File: config.mk
export PLATFORM = sky130hd
export DESIGN_NAME = wdt_top
export DESIGN_NICKNAME = d
export VERILOG_FILES = /design/src/rtl/wdt_pkg.sv /design/src/rtl/wdt_ctrl_reg.sv /design/src/rtl/wdt_counter.sv /design/src/rtl/wdt_top.sv
export SDC_FILE = /design/constraint.sdc
export NUM_CORES = 1
export LEC_CHECK = 0
export CORE_ASPECT_RATIO = 0.8
export CORE_MARGIN = 3
export CORE_UTILIZATION = 45
export CTS_BUF_LIST = sky130_fd_sc_hd__clkbuf_16
export DETAILED_ROUTE_END_ITERATION = 6
export GPL_ROUTABILITY_DRIVEN = 0
export PLACE_DENSITY_LB_ADDON = 0.12
export SLEW_MARGIN = 20
export SYNTH_ARGS = -nofsm -noshare
export SYNTH_HDL_FRONTEND = slang
export SYNTH_SLANG_ARGS = --single-unit
File: constraint.sdc
create_clock -name clk -period 2.5 [get_ports clk]
set_input_delay 0.625 -clock clk [delete_from_list [all_inputs] [get_ports clk]]
set_output_delay 0.625 -clock clk [all_outputs]
set_load 0.05 [all_outputs]
File: src/rtl/wdt_pkg.sv
package wdt_pkg;
    localparam int REG_W    = 8;
    localparam int B_EN     = 7;
    localparam int B_FSEL_H = 6;
    localparam int B_FSEL_L = 4;
    localparam int B_FON    = 3;
    localparam int B_KICK   = 2;
    localparam int B_CTRST  = 1;
    localparam int B_CTRUN  = 0;
    localparam int FSEL_W   = B_FSEL_H - B_FSEL_L + 1;

    typedef enum logic [1:0] {
        ST_HALT = 2'd0,
        ST_RUN  = 2'd1,
        ST_FIRE = 2'd2
    } wdt_state_e;
endpackage

File: src/rtl/wdt_ctrl_reg.sv
module wdt_ctrl_reg
    import wdt_pkg::*;
(
    input  logic              clk,
    input  logic              rst_n,
    input  logic              wr_en,
    input  logic [REG_W-1:0]  wr_data,
    output logic              wd_en,
    output logic              kick,
    output logic [FSEL_W-1:0] fsel,
    output logic              fon,
    output logic              ct_run,
    output logic              ct_rst,
    output logic [REG_W-1:0]  rd_data
);
    logic              en_q;
    logic [FSEL_W-1:0] fsel_q;
    logic              fon_q;
    logic              run_q;
    logic              ctrst_q;

    always_ff @(posedge clk or negedge rst_n) begin
        if (!rst_n) begin
            en_q    <= 1'b1;
            fsel_q  <= '0;
            fon_q   <= 1'b0;
            run_q   <= 1'b0;
            ctrst_q <= 1'b0;
        end else begin
            ctrst_q <= wr_en & wr_data[B_CTRST];
            if (wr_en) begin
                en_q   <= wr_data[B_EN];
                fsel_q <= wr_data[B_FSEL_H:B_FSEL_L];
                fon_q  <= wr_data[B_FON];
                run_q  <= wr_data[B_CTRUN];
            end
        end
    end

    always_comb begin
        rd_data                    = '0;
        rd_data[B_EN]              = en_q;
        rd_data[B_FSEL_H:B_FSEL_L] = fsel_q;
        rd_data[B_FON]             = fon_q;
        rd_data[B_CTRUN]           = run_q;
    end

    assign wd_en  = en_q;
    assign kick   = wr_en & wr_data[B_KICK];
    assign fsel   = fsel_q;
    assign fon    = fon_q;
    assign ct_run = run_q;
    assign ct_rst = ctrst_q;
endmodule

File: src/rtl/wdt_counter.sv
module wdt_counter
    import wdt_pkg::*;
#(
    parameter int CNT_W = 17
) (
    input  logic clk,
    input  logic rst_n,
    input  logic en,
    input  logic tick,
    input  logic kick,
    output logic nmi
);
    localparam logic [CNT_W-1:0] CNT_MAX = '1;

    wdt_state_e       state_q, state_d;
    logic [CNT_W-1:0] cnt_q, cnt_d;
    logic             expire;

    always_comb begin
        cnt_d  = cnt_q;
        expire = 1'b0;
        if (kick) begin
            cnt_d = '0;
        end else if (en && tick) begin
            if (cnt_q == CNT_MAX) begin
                cnt_d  = '0;
                expire = 1'b1;
            end else begin
                cnt_d = cnt_q + 1'b1;
            end
        end
    end

    always_comb begin
        state_d = state_q;
        unique case (state_q)
            ST_HALT: begin
                if (expire)  state_d = ST_FIRE;
                else if (en) state_d = ST_RUN;
            end
            ST_RUN: begin
                if (expire)   state_d = ST_FIRE;
                else if (!en) state_d = ST_HALT;
            end
            ST_FIRE: begin
                if (expire)  state_d = ST_FIRE;
                else if (en) state_d = ST_RUN;
                else         state_d = ST_HALT;
            end
            default: state_d = ST_HALT;
        endcase
    end

    always_ff @(posedge clk or negedge rst_n) begin
        if (!rst_n) begin
            state_q <= ST_RUN;
            cnt_q   <= '0;
        end else begin
            state_q <= state_d;
            cnt_q   <= cnt_d;
        end
    end

    always_comb begin
        nmi = (state_q == ST_FIRE);
    end
endmodule

File: src/rtl/wdt_top.sv
module wdt_top
    import wdt_pkg::*;
#(
    parameter int CNT_W = 17
) (
    input  logic       clk,
    input  logic       rst_n,
    input  logic       wr_en,
    input  logic [7:0] wr_data,
    output logic [7:0] rd_data,
    input  logic       tick,
    output logic       nmi_req,
    output logic [2:0] fout_sel,
    output logic       fout_on,
    output logic       ctmr_run,
    output logic       ctmr_rst
);
    logic wd_en;
    logic kick;

    wdt_ctrl_reg u_reg (
        .clk     (clk),
        .rst_n   (rst_n),
        .wr_en   (wr_en),
        .wr_data (wr_data),
        .wd_en   (wd_en),
        .kick    (kick),
        .fsel    (fout_sel),
        .fon     (fout_on),
        .ct_run  (ctmr_run),
        .ct_rst  (ctmr_rst),
        .rd_data (rd_data)
    );

    wdt_counter #(.CNT_W(CNT_W)) u_cnt (
        .clk   (clk),
        .rst_n (rst_n),
        .en    (wd_en),
        .tick  (tick),
        .kick  (kick),
        .nmi   (nmi_req)
    );
endmodule

== Word-level counts from Yosys, hierarchy flattened ==
Cells that the tools add are included.

* Reductions and logical operators: 4
* Multiply operators: 0
* Bitwise gates (word level): 2
* Divide/modulo/power cells: 0
* Magnitude comparators: 0
* $add $sub $neg: 1
* Mux-type cells: 13
* Shift-type cells: 0
* Eq/ne operators: 5

{| class="wikitable"
|+ Operators with widths
! operator !! number
|-
| two-way mux 17 bit || 3
|-
| adder 17 x 1 -> 17 bit, second input constant || 1
|-
| equality test 17 bit, second input constant || 1
|-
| two-way mux 2 bit || 5
|-
| != test 3 x 2 -> 1 bit, second input constant || 2
|-
| one-hot mux 2 bit (3 select lines) || 1
|-
| two-way mux 1 bit || 4
|-
| bitwise AND 1 bit || 2
|-
| equality test 2 x 1 -> 1 bit, second input constant || 1
|-
| equality test 2 bit, second input constant || 1
|-
| zero test 2 bit || 1
|-
| AND reduction 2 bit || 1
|-
| nonzero test 2 bit || 1
|-
| logical AND 1 bit || 1
|}

* Register bits after elaboration: 26
* Bits in writable memories: 0
* Input bits: 12
* Output and inout bits: 15
* Memory bits (read-only): 0
* Memories: 0
* Word-level logic and storage cells: 32
* Latch bits: 0

== Logic depth before layout (Yosys ltp) ==
Gate-level depths: netlist of run 1.

* Depth after elaboration: 6
* Depth in mapped cells: 9
* Gate-level depth less buffers: 8

== Modules after synthesis ==
Synthesis of run 1 repeated with hierarchy kept, for this count alone.

* Cell total of the unflattened synthesis: 135
* Area total of the unflattened synthesis: 1390.1 µm²

{| class="wikitable"
|+ By module, submodules not included
! module !! times used !! area an instance (µm²) !! cells each !! sequential area each (µm²)
|-
| wdt_counter || 1 || 1033.5 || 110 || 476.7
|-
| wdt_ctrl_reg || 1 || 356.6 || 25 || 176.4
|}

== Worst setup path before layout of run 1 ==
No wires, ideal clock.

* Path type: register -> register
* Start point: reg u_cnt.cnt_q[9]
* End point: reg u_cnt.cnt_q[6]
* Buffers on the path: 2
* Required time: 2.371 ns
* Clock period less this slack: 2.084 ns
* Path slack: 0.416 ns
* Data arrival time: 1.955 ns
* Library setup time: 0.129 ns
* Cell stages (with the launch flop): 10
* Path through: dfrtp_1 -> clkbuf_1 -> nand3_1 -> nor4_1 -> ha_1 -> a32o_1 -> clkbuf_1 -> a31oi_1 -> o21ai_0 -> o41ai_1

* Word-level cells in the longest chain between the ends: 4

{| class="wikitable"
|+ RTL lines
! item !! line !! text
|-
| from (decl) || wdt_counter.sv:16 || <nowiki>logic [CNT_W-1:0] cnt_q, cnt_d;</nowiki>
|-
| from (signal assigned) || wdt_counter.sv:60 || <nowiki>cnt_q <= cnt_d;</nowiki>
|-
| equality test 17 bit || wdt_counter.sv:25 || <nowiki>if (cnt_q == CNT_MAX) begin</nowiki>
|-
| two-way mux 17 bit || wdt_counter.sv:25 ||
|-
| two-way mux 17 bit || wdt_counter.sv:24 || <nowiki>end else if (en && tick) begin</nowiki>
|-
| two-way mux 17 bit || wdt_counter.sv:22 || <nowiki>if (kick) begin</nowiki>
|}

Every way passes these cells. The select of a mux whose other input is x is not followed.
A chain may end at the register's enable or synchronous reset.

== Worst setup path in the final report of run 1 ==
* Start point: reg u_reg.en_q (netlist: u_reg.wd_en)
* End point: out rd_data[7]

{| class="wikitable"
|+ RTL lines
! item !! line !! text
|-
| from (decl) || wdt_ctrl_reg.sv:16 || <nowiki>logic en_q;</nowiki>
|-
| from (signal assigned) || wdt_ctrl_reg.sv:32 || <nowiki>en_q <= wr_data[B_EN];</nowiki>
|-
| to (decl) || wdt_top.sv:10 || <nowiki>output logic [7:0] rd_data,</nowiki>
|}

No word-level cell between the ends.

==> summary.md, run 1 <==
The flow ran to the end, and the final reports show no timing, DRC or antenna violations. The number of synthesized register bits works out to 26. The wire length after detailed routing was 2.950 mm.

The quantity of hold-fixing buffers added after cts was 0; the post-route clock period utilization was 0.9239. The slew at the pin closest to its max-slew limit was 0.5235 ns; the combined buffer and inverter count along the critical path was 1. The type of the worst setup path is reg2out. The logs give 1.88 ns for the data required time of the worst path and 0.001063 ns for the setup skew after layout. The tools report the synthesis warning total as 0. Fill cells in the final layout number 240. The post-detailed-route DRC marker count was 0.

Counting instances, the worst hold path has a depth of 3. The run gives 0 as the initial antenna violation count. STA puts the critical path data arrival time at 1.68 ns. Entering global routing, the biggest net connects 27 pins.

The worst path in the final design needs a cycle of 2.310 ns, including I/O delays and setup. Setup repair after global routing left no endpoint under its margin. Counting along the longest clock path gives a buffer depth of 2. Hold violation count in the final report: 0.

Count of final max-slew check failures: 0. The floorplan step defined a die boundary enclosing 3790 sq um. The run gives 4 as the detailed-router iteration count before antenna repair. Static timing analysis puts the maximum clock frequency at 432.9 MHz.

TritonCTS built the clock tree. For hold timing, the worst endpoint is u_cnt.state_q[0]. The core area is 2850 sq um.

The kind of cell with the highest combined delay along the critical path is buffers and inverters. Synthesis produced a netlist whose cell count is 138. The detail route stage leaves a number of antenna-violating nets equal to 0.

The post-synthesis sequential area ratio came out at 0.4707. The final-stage net count is 174, and the clock transition at the register clock pins on the worst setup and hold paths after CTS is 0.06 ns. Buffers inserted during clock tree synthesis total 3. The overall die width was 68.09 um; the average cell area after synthesis was 10.05 sq um.

The cell leakage power was 0.7222 nW; the worst vdd rail ir drop was 0.0003967 V. After clock tree synthesis, the repair step resized 0 gates. The areal power density over the cells works out to 593.0 nW/um^2. Walking the worst path, the cells encountered are clkdlybuf4s50_1. The total half-perimeter wirelength after legalization and detailed placement is 2.228 mm. The fraction of synthesis flops using an asynchronous set or reset pin was 1.000; the area taken by flip-flops and latches was 653.1 sq um.

Dividing the detail-routed via count by the number of cells gives 5.604. Along the worst path, the maximum fanout reaches 8. For the effective utilization at floorplan, the log shows 0.4868. Hold is met by 0.5012 ns. After detailed routing, the average wire length per cell comes to 14.97 um. The worst slew margin relative to its limit was 0.6499; the number of flops mapped to enable cells by yosys was 0. The final sum of negative setup slack is 0 ns, and the layout overhead on the synthesized area is 23.99%. The worst hold path belongs to the class reg2reg. The count of buffers added on input and output ports is 24. The setup check on the worst reg-to-reg path leaves a slack of 0.30 ns.

The total number of clock tree sinks is 26. For the count of final setup violators, the log shows 0. In this run the critical register-to-register path is launched from u_cnt.cnt_q[9]. By count the netlist is led by 24 x sky130_fd_sc_hd__dfrtp_1, 14 x sky130_fd_sc_hd__nor2_1, 12 x sky130_fd_sc_hd__nand2_1.

The worst reg2reg path depth was 7; the area share of the largest cell type after synthesis was 0.4328. 27 I/O pins were placed. Number of global-route vias before repair: 1030. The most common cell in the netlist was sky130_fd_sc_hd__dfrtp_1. The number of antenna diodes in the final layout is 0. Max-cap violations in this run came to 0.

The cell sitting at the root of the clock tree is a sky130_fd_sc_hd__clkbuf_16. The biggest cell delay along the critical path came out at 0.82 ns. The first global-routing pass estimated 4.871 mm of wire. The floorplan has 17 rows.

Area of the multi-input gates: 655.6 sq um. Worst hold path startpoint: u_cnt.state_q[1]. The tools report the post-CTS setup buffer count as 0. The master of the slowest instance on the critical path was sky130_fd_sc_hd__clkdlybuf4s50_1.

The later pin in the worst-skew pair is clocked with a latency of 0.26 ns. Type of destination of the critical path: an output port. The die is 55.67 um tall. After synthesis, the cell types taking the most area are sky130_fd_sc_hd__dfrtp_1 43%, sky130_fd_sc_hd__mux2_2 5.7%, sky130_fd_sc_hd__buf_4 4.3%.

Summing every instance area after synthesis gives 1388 sq um. The run gives 1104 as the vias after detailed routing. The tools report the aggregate global-route resource usage as 0.1683. The ratio of cells with drive above 1 in the final layout came out at 0.1384. The H-tree level count came out at 1. The violation count after the first detailed-route iteration was 104. The most common flop cell mapped by yosys was sky130_fd_sc_hd__dfrtp_1. The worst register-to-register path ends at u_cnt.cnt_q[6]. Counting distinct cell types in the post-synthesis netlist gives 37.

The total overflow left after global routing is 0. The critical path startpoint category was a register. The leading area contributor after synthesis is sky130_fd_sc_hd__dfrtp_1.
[per-layer routing]
| layer | GRT usage | part of all wire | wire (um) | vias up |
|---|---|---|---|---|
| li1 | - | - | - | 540 |
| met1 | 0.2401 | 0.47 | 1386 | 538 |
| met2 | 0.2473 | 0.48 | 1411 | 24 |
| met5 | 0 | 0 | 0 | - |
| met3 | 0.05253 | 0.045 | 134 | 2 |
| met4 | 0.03966 | 0.0061 | 18 | 0 |
[how the worst max path moves through the flow]
stage / cells past startpoint / startpoint / slack [ns] / endpoint
after detailed placement: 5 / wr_en / 0.15 / u_cnt.cnt_q[12]
after floorplan: 9 / u_cnt.cnt_q[9] / 0.42 / u_cnt.cnt_q[6]
after global routing: 7 / u_cnt.cnt_q[9] / 0.13 / u_cnt.cnt_q[6]
final: 1 / u_reg.wd_en / 0.19 / rd_data[7]
after CTS: 1 / u_reg.wd_en / 0.18 / rd_data[7]
after global placement: 5 / wr_data[2] / 0.23 / u_cnt.cnt_q[12]
[area by class of cell]
cell class                      count  area share
Multi-Input combinational cell     99      0.3811
Sequential cell                    26      0.3796
Timing Repair Buffer               30      0.1658
Clock buffer                        3     0.04364
Tap cell                           38     0.02764
Clock inverter                      1    0.002182
[logic make-up after synthesis]
| kind of cell | after synthesis | synth area share |
|---|---|---|
| xor+xnor | 5 | 0.03156 |
| fa+ha+maj | 2 | 0.01803 |
| mux | 8 | 0.06403 |
| other cells | 1 | 0.002703 |
| buf+inv | 14 | 0.05951 |
| simple gates | 52 | 0.1993 |
| compound gates | 30 | 0.1542 |
| flops | 26 | 0.4707 |
[worst reg2reg max path, delay by kind of cell (launching register included)]
family | cells | cell delay (ns)
simple gates | 2 | 0.59
fa+ha+maj | 1 | 0.31
flops | 1 | 0.47
compound gates | 4 | 0.71
[flip-flops by register name (all words and copies together) (netlist names)]
name / cells
u_cnt.state_q: 2
u_reg.ct_run: 1
u_reg.wd_en: 1
u_reg.ct_rst: 1
u_reg.fsel: 3
u_cnt.cnt_q: 17
u_reg.fon: 1
[through the flow]
stage	power, mW	worst slack [ns]	cell area [sq um]	utilization	instances
finish	1.020	0.1902	1720	0.6036	197
global route	1.067	0.1335	1720	0.6036	197
CTS	1.029	0.1781	1720	0.6036	197
detailed placement	0.6788	0.1521	1642	0.5759	193
global placement	0.6761	0.2310	1642	0.5759	193
floorplan	0.6111	0.4158	1391	-	139
[placed cells by master (no fill, tap or decap), types with 3 or more instances in the layout]
master                            netlist  final
sky130_fd_sc_hd__mux2_2                 7      7
sky130_fd_sc_hd__clkdlybuf4s50_1        0     24
sky130_fd_sc_hd__nand4_1                5      5
sky130_fd_sc_hd__nand2_1               12     12
sky130_fd_sc_hd__nand3_1                6      6
sky130_fd_sc_hd__clkbuf_16              0      3
sky130_fd_sc_hd__a31oi_1                8      8
sky130_fd_sc_hd__nor2_1                14     14
sky130_fd_sc_hd__dfrtp_1               24     24
sky130_fd_sc_hd__xnor2_1                4      4
sky130_fd_sc_hd__o21ai_0                5      5
sky130_fd_sc_hd__buf_4                  8      6
sky130_fd_sc_hd__a21oi_1                4      4
[power breakdown]
part	internal (mW)	total (mW)	switching, mW	leakage [nW]
sequential	0.444	0.464	0.0206	0.342
combinational	0.0792	0.207	0.127	0.338
clock	0.214	0.349	0.135	0.0423
total	0.737	1.02	0.283	0.722
(Power assumes the default switching activity.)
==> run 2: changes to the inputs <==
- CORE_MARGIN: 3 -> 1
==> run 2 against run 1 <==
Effect of this change: worst hold slack got worse by 0.0085 ns; largest cell class unchanged; combinational power hardly changed; clock power barely moved; clock skew is 0.00090 ns higher; critical path type unchanged; global-route usage rose by 3.3 points; flip-flop and latch count did not move; routed wire length grew 0.61%; design area is the same.
==> summary.md, run 2 (synthesis results as in run 1) <==
The flow ran to the end, and the final reports show no timing, DRC or antenna violations. The number of vias per cell after detailed routing is 5.817 (+3.8%). The tools report the type of destination of the critical path as an output port. The clock period minus final worst setup slack is 2.310 ns (+0.0003370 ns). The areal power density over the cells was 593.9 nW/um^2 (+0.15%). The run gives 1146 (+3.8%) as the vias after detailed routing. The logs give 1 (unchanged) for the H-tree level count and 432.9 MHz (about the same) for the maximum achievable frequency. The most critical setup path has its startpoint at u_reg.wd_en.

The per-cell routed wire length was 15.07 um (+0.61%); the power share of the clock group was 0.343 (about the same). Count of standard-cell rows: 17 (unchanged). In this run the critical register-to-register path is launched from u_cnt.cnt_q[9]. The clock transition at the register clock pins on the worst setup and hold paths after CTS is 0.06 ns (about the same), and the biggest cell delay along the critical path is 0.82 ns (about the same). The final sum of negative setup slack came out at 0 ns (unchanged). The internal power contribution came out at 0.7369 mW (about the same).

The top-level port count was 27 (unchanged). The wire length after detailed routing is 2.968 mm (+0.61%). The end point of the worst hold path is u_cnt.state_q[0]. The min-delay analysis places its worst path in the category reg2reg. The post-route clock period utilization is 0.9241 (about the same). The effective utilization at floorplan is 0.4868 (unchanged).

Master of the slowest instance on the critical path: sky130_fd_sc_hd__clkdlybuf4s50_1. The worst setup path is of the reg2out kind. The endpoint of the lowest-slack register-to-register path was u_cnt.cnt_q[6]. The layout overhead on the synthesized area is 23.99% (unchanged). The ratio of cells with drive above 1 in the final layout was 0.1384 (unchanged). The number of buffers between clock root and the deepest sink came out at 2 (unchanged). u_cnt.cnt_q holds more flip-flops than any other register. The switching power as a share of total power works out to 0.2787 (+0.0009994). Setup repair after global routing left no endpoint under its margin.

The post-detailed-route DRC marker count came out at 0 (unchanged). The combined buffer and inverter count along the critical path came out at 1 (unchanged). Floorplan die height: 51.67 um (-7.2%).

The run gives 1.69 ns (about the same) as the data arrival time of the critical path. The slew at the pin closest to its max-slew limit was 0.5040 ns (-0.01947 ns); the quantity of hold-fixing buffers added after cts was 0 (unchanged). The count of final max-slew check failures is 0 (unchanged), and the initial antenna violation count is 0 (unchanged). The worst vdd rail ir drop is 0.0003621 V (-8.7%), and the number of gates resized after CTS is 0 (unchanged). The worst setup path is launched from a register. The post-place setup slack is 0.1560 ns (+0.003901 ns). The post-CTS setup buffer count is 0 (unchanged), and the number of flip-flops under the largest register name is 17 (unchanged). The run gives 4.947 mm (+1.6%) as the global-route wire length before repair. Total net switching power: 0.2848 mW (+0.52%).

The number of port buffers came out at 24 (unchanged). The run gives 0 (unchanged) as the max-capacitance violation count. The tools report the clock buffer count from CTS as 3 (unchanged). The total half-perimeter wirelength after legalization and detailed placement came out at 2.212 mm (-0.74%). The sequential fraction of design power is 0.454 (about the same). The top cell types in the final layout, fill and taps aside, are 24 x sky130_fd_sc_hd__clkdlybuf4s50_1, 24 x sky130_fd_sc_hd__dfrtp_1, 14 x sky130_fd_sc_hd__nor2_1.

The overall die width was 64.09 um (-5.9%). The violation count after the first detailed-route iteration came out at 61 (-41%). The worst reg2reg path depth is 7 (unchanged), and the total number of clock tree sinks is 26 (unchanged). The remaining global-route overflow is 0 (unchanged).

The run gives 1.88 ns (about the same) as the data required time of the worst path. The number of global-route vias before repair is 1042 (+1.2%). Final-stage net count: 174 (unchanged). Traced cell by cell, the critical path runs through clkdlybuf4s50_1. The logs give 0.1899 ns (-0.0003370 ns) for the setup slack after layout and 3311 sq um (-13%) for the die footprint.

The startpoint identified for the worst hold timing path is u_cnt.state_q[1]. The diode insertion count for antenna repair is 0 (unchanged). The post-detailed-route count of antenna-violating nets came out at 0 (unchanged). TritonCTS built the clock tree. Cell leakage power: 0.7184 nW (-0.52%). The depth of the worst hold-timing path works out to 3 (unchanged).

The run gives 0 (unchanged) as the hold violation count in the final report. For the register-to-register setup slack, the log shows 0.27 ns (-0.03 ns). The biggest fanout along the worst timing path is 8 (unchanged), and the pin count of the biggest net entering global routing is 27 (unchanged). The combinational group share of total power was 0.203 (about the same).

The detailed-router iteration count before antenna repair was 4 (unchanged); the worst slew margin relative to its limit was 0.6629 (+0.01302). The clock network latency to the later pin of the worst-skew pair was 0.26 ns (about the same). The post-detailed-placement cell area was 1642 sq um (unchanged). The cell area after layout was 1720 sq um (unchanged). The number of inserted filler cells in the final layout is 251 (+4.6%), and the count of final setup violators is 0 (unchanged). Core area: 2850 sq um (unchanged). The aggregate global-route resource usage was 0.2016 (+0.03331); the setup skew after layout was 0.001960 ns (+0.0008973 ns).

The kind of cell adding the most delay to the critical path is buffers and inverters. CTS placed an instance of sky130_fd_sc_hd__clkbuf_16 at the clock tree root.
-- run 2: area by class of cell --
cell class                      count  area [sq um]  share of cell area
Multi-Input combinational cell     99         655.6              0.3811
Clock inverter                      1         3.754            0.002182
Sequential cell                    26         653.1              0.3796
Clock buffer                        3         75.07             0.04364
Timing Repair Buffer               30         285.3              0.1658
Tap cell                           38         47.55             0.02764
-- run 2: metrics by stage --
step,power (mW),utilization,hold WS [ns],std cells
floorplan,0.6111,-,0.3294,139
global placement,0.6748,0.5759,0.4873,193
detailed placement,0.6804,0.5759,0.4946,193
CTS,1.033,0.6036,0.5017,197
global route,1.066,0.6036,0.5440,197
finish,1.022,0.6036,0.4927,197
-- run 2: worst max path at each step --
stage                      endpoint  depth (start not counted)
floorplan            u_cnt.cnt_q[6]                          9
global placement    u_cnt.cnt_q[12]                          5
detailed placement  u_cnt.cnt_q[12]                          5
CTS                      rd_data[7]                          1
global route         u_cnt.cnt_q[6]                          7
finish                   rd_data[7]                          1
-- run 2: worst reg2reg max path, cell delays in order (launching register included) --
cell and delay [ns]:
sky130_fd_sc_hd__dfrtp_1 0.45, sky130_fd_sc_hd__nand3_1 0.25, sky130_fd_sc_hd__nor4_1 0.34, sky130_fd_sc_hd__ha_1 0.33
sky130_fd_sc_hd__a32o_1 0.36, sky130_fd_sc_hd__a31oi_1 0.10, sky130_fd_sc_hd__o21ai_0 0.18, sky130_fd_sc_hd__o41ai_1 0.09
-- run 2: routing by layer --
| layer | up-vias | part of all wire | wire length (um) | track usage |
|---|---|---|---|---|
| li1 | 537 | - | - | - |
| met1 | 560 | 0.46 | 1368 | 0.2787 |
| met2 | 45 | 0.46 | 1361 | 0.3121 |
| met3 | 4 | 0.070 | 208 | 0.05263 |
| met4 | 0 | 0.010 | 30 | 0.05682 |
| met5 | - | 0 | 0 | 0 |
-- run 2: power groups by stage --
stage	clock, mW	combinational (mW)	sequential (mW)
after CTS	0.360	0.209	0.464
after detailed placement	0	0.208	0.472
final	0.350	0.208	0.464
after global placement	0	0.204	0.470
after global routing	0.380	0.220	0.467
after floorplan	0	0.116	0.495
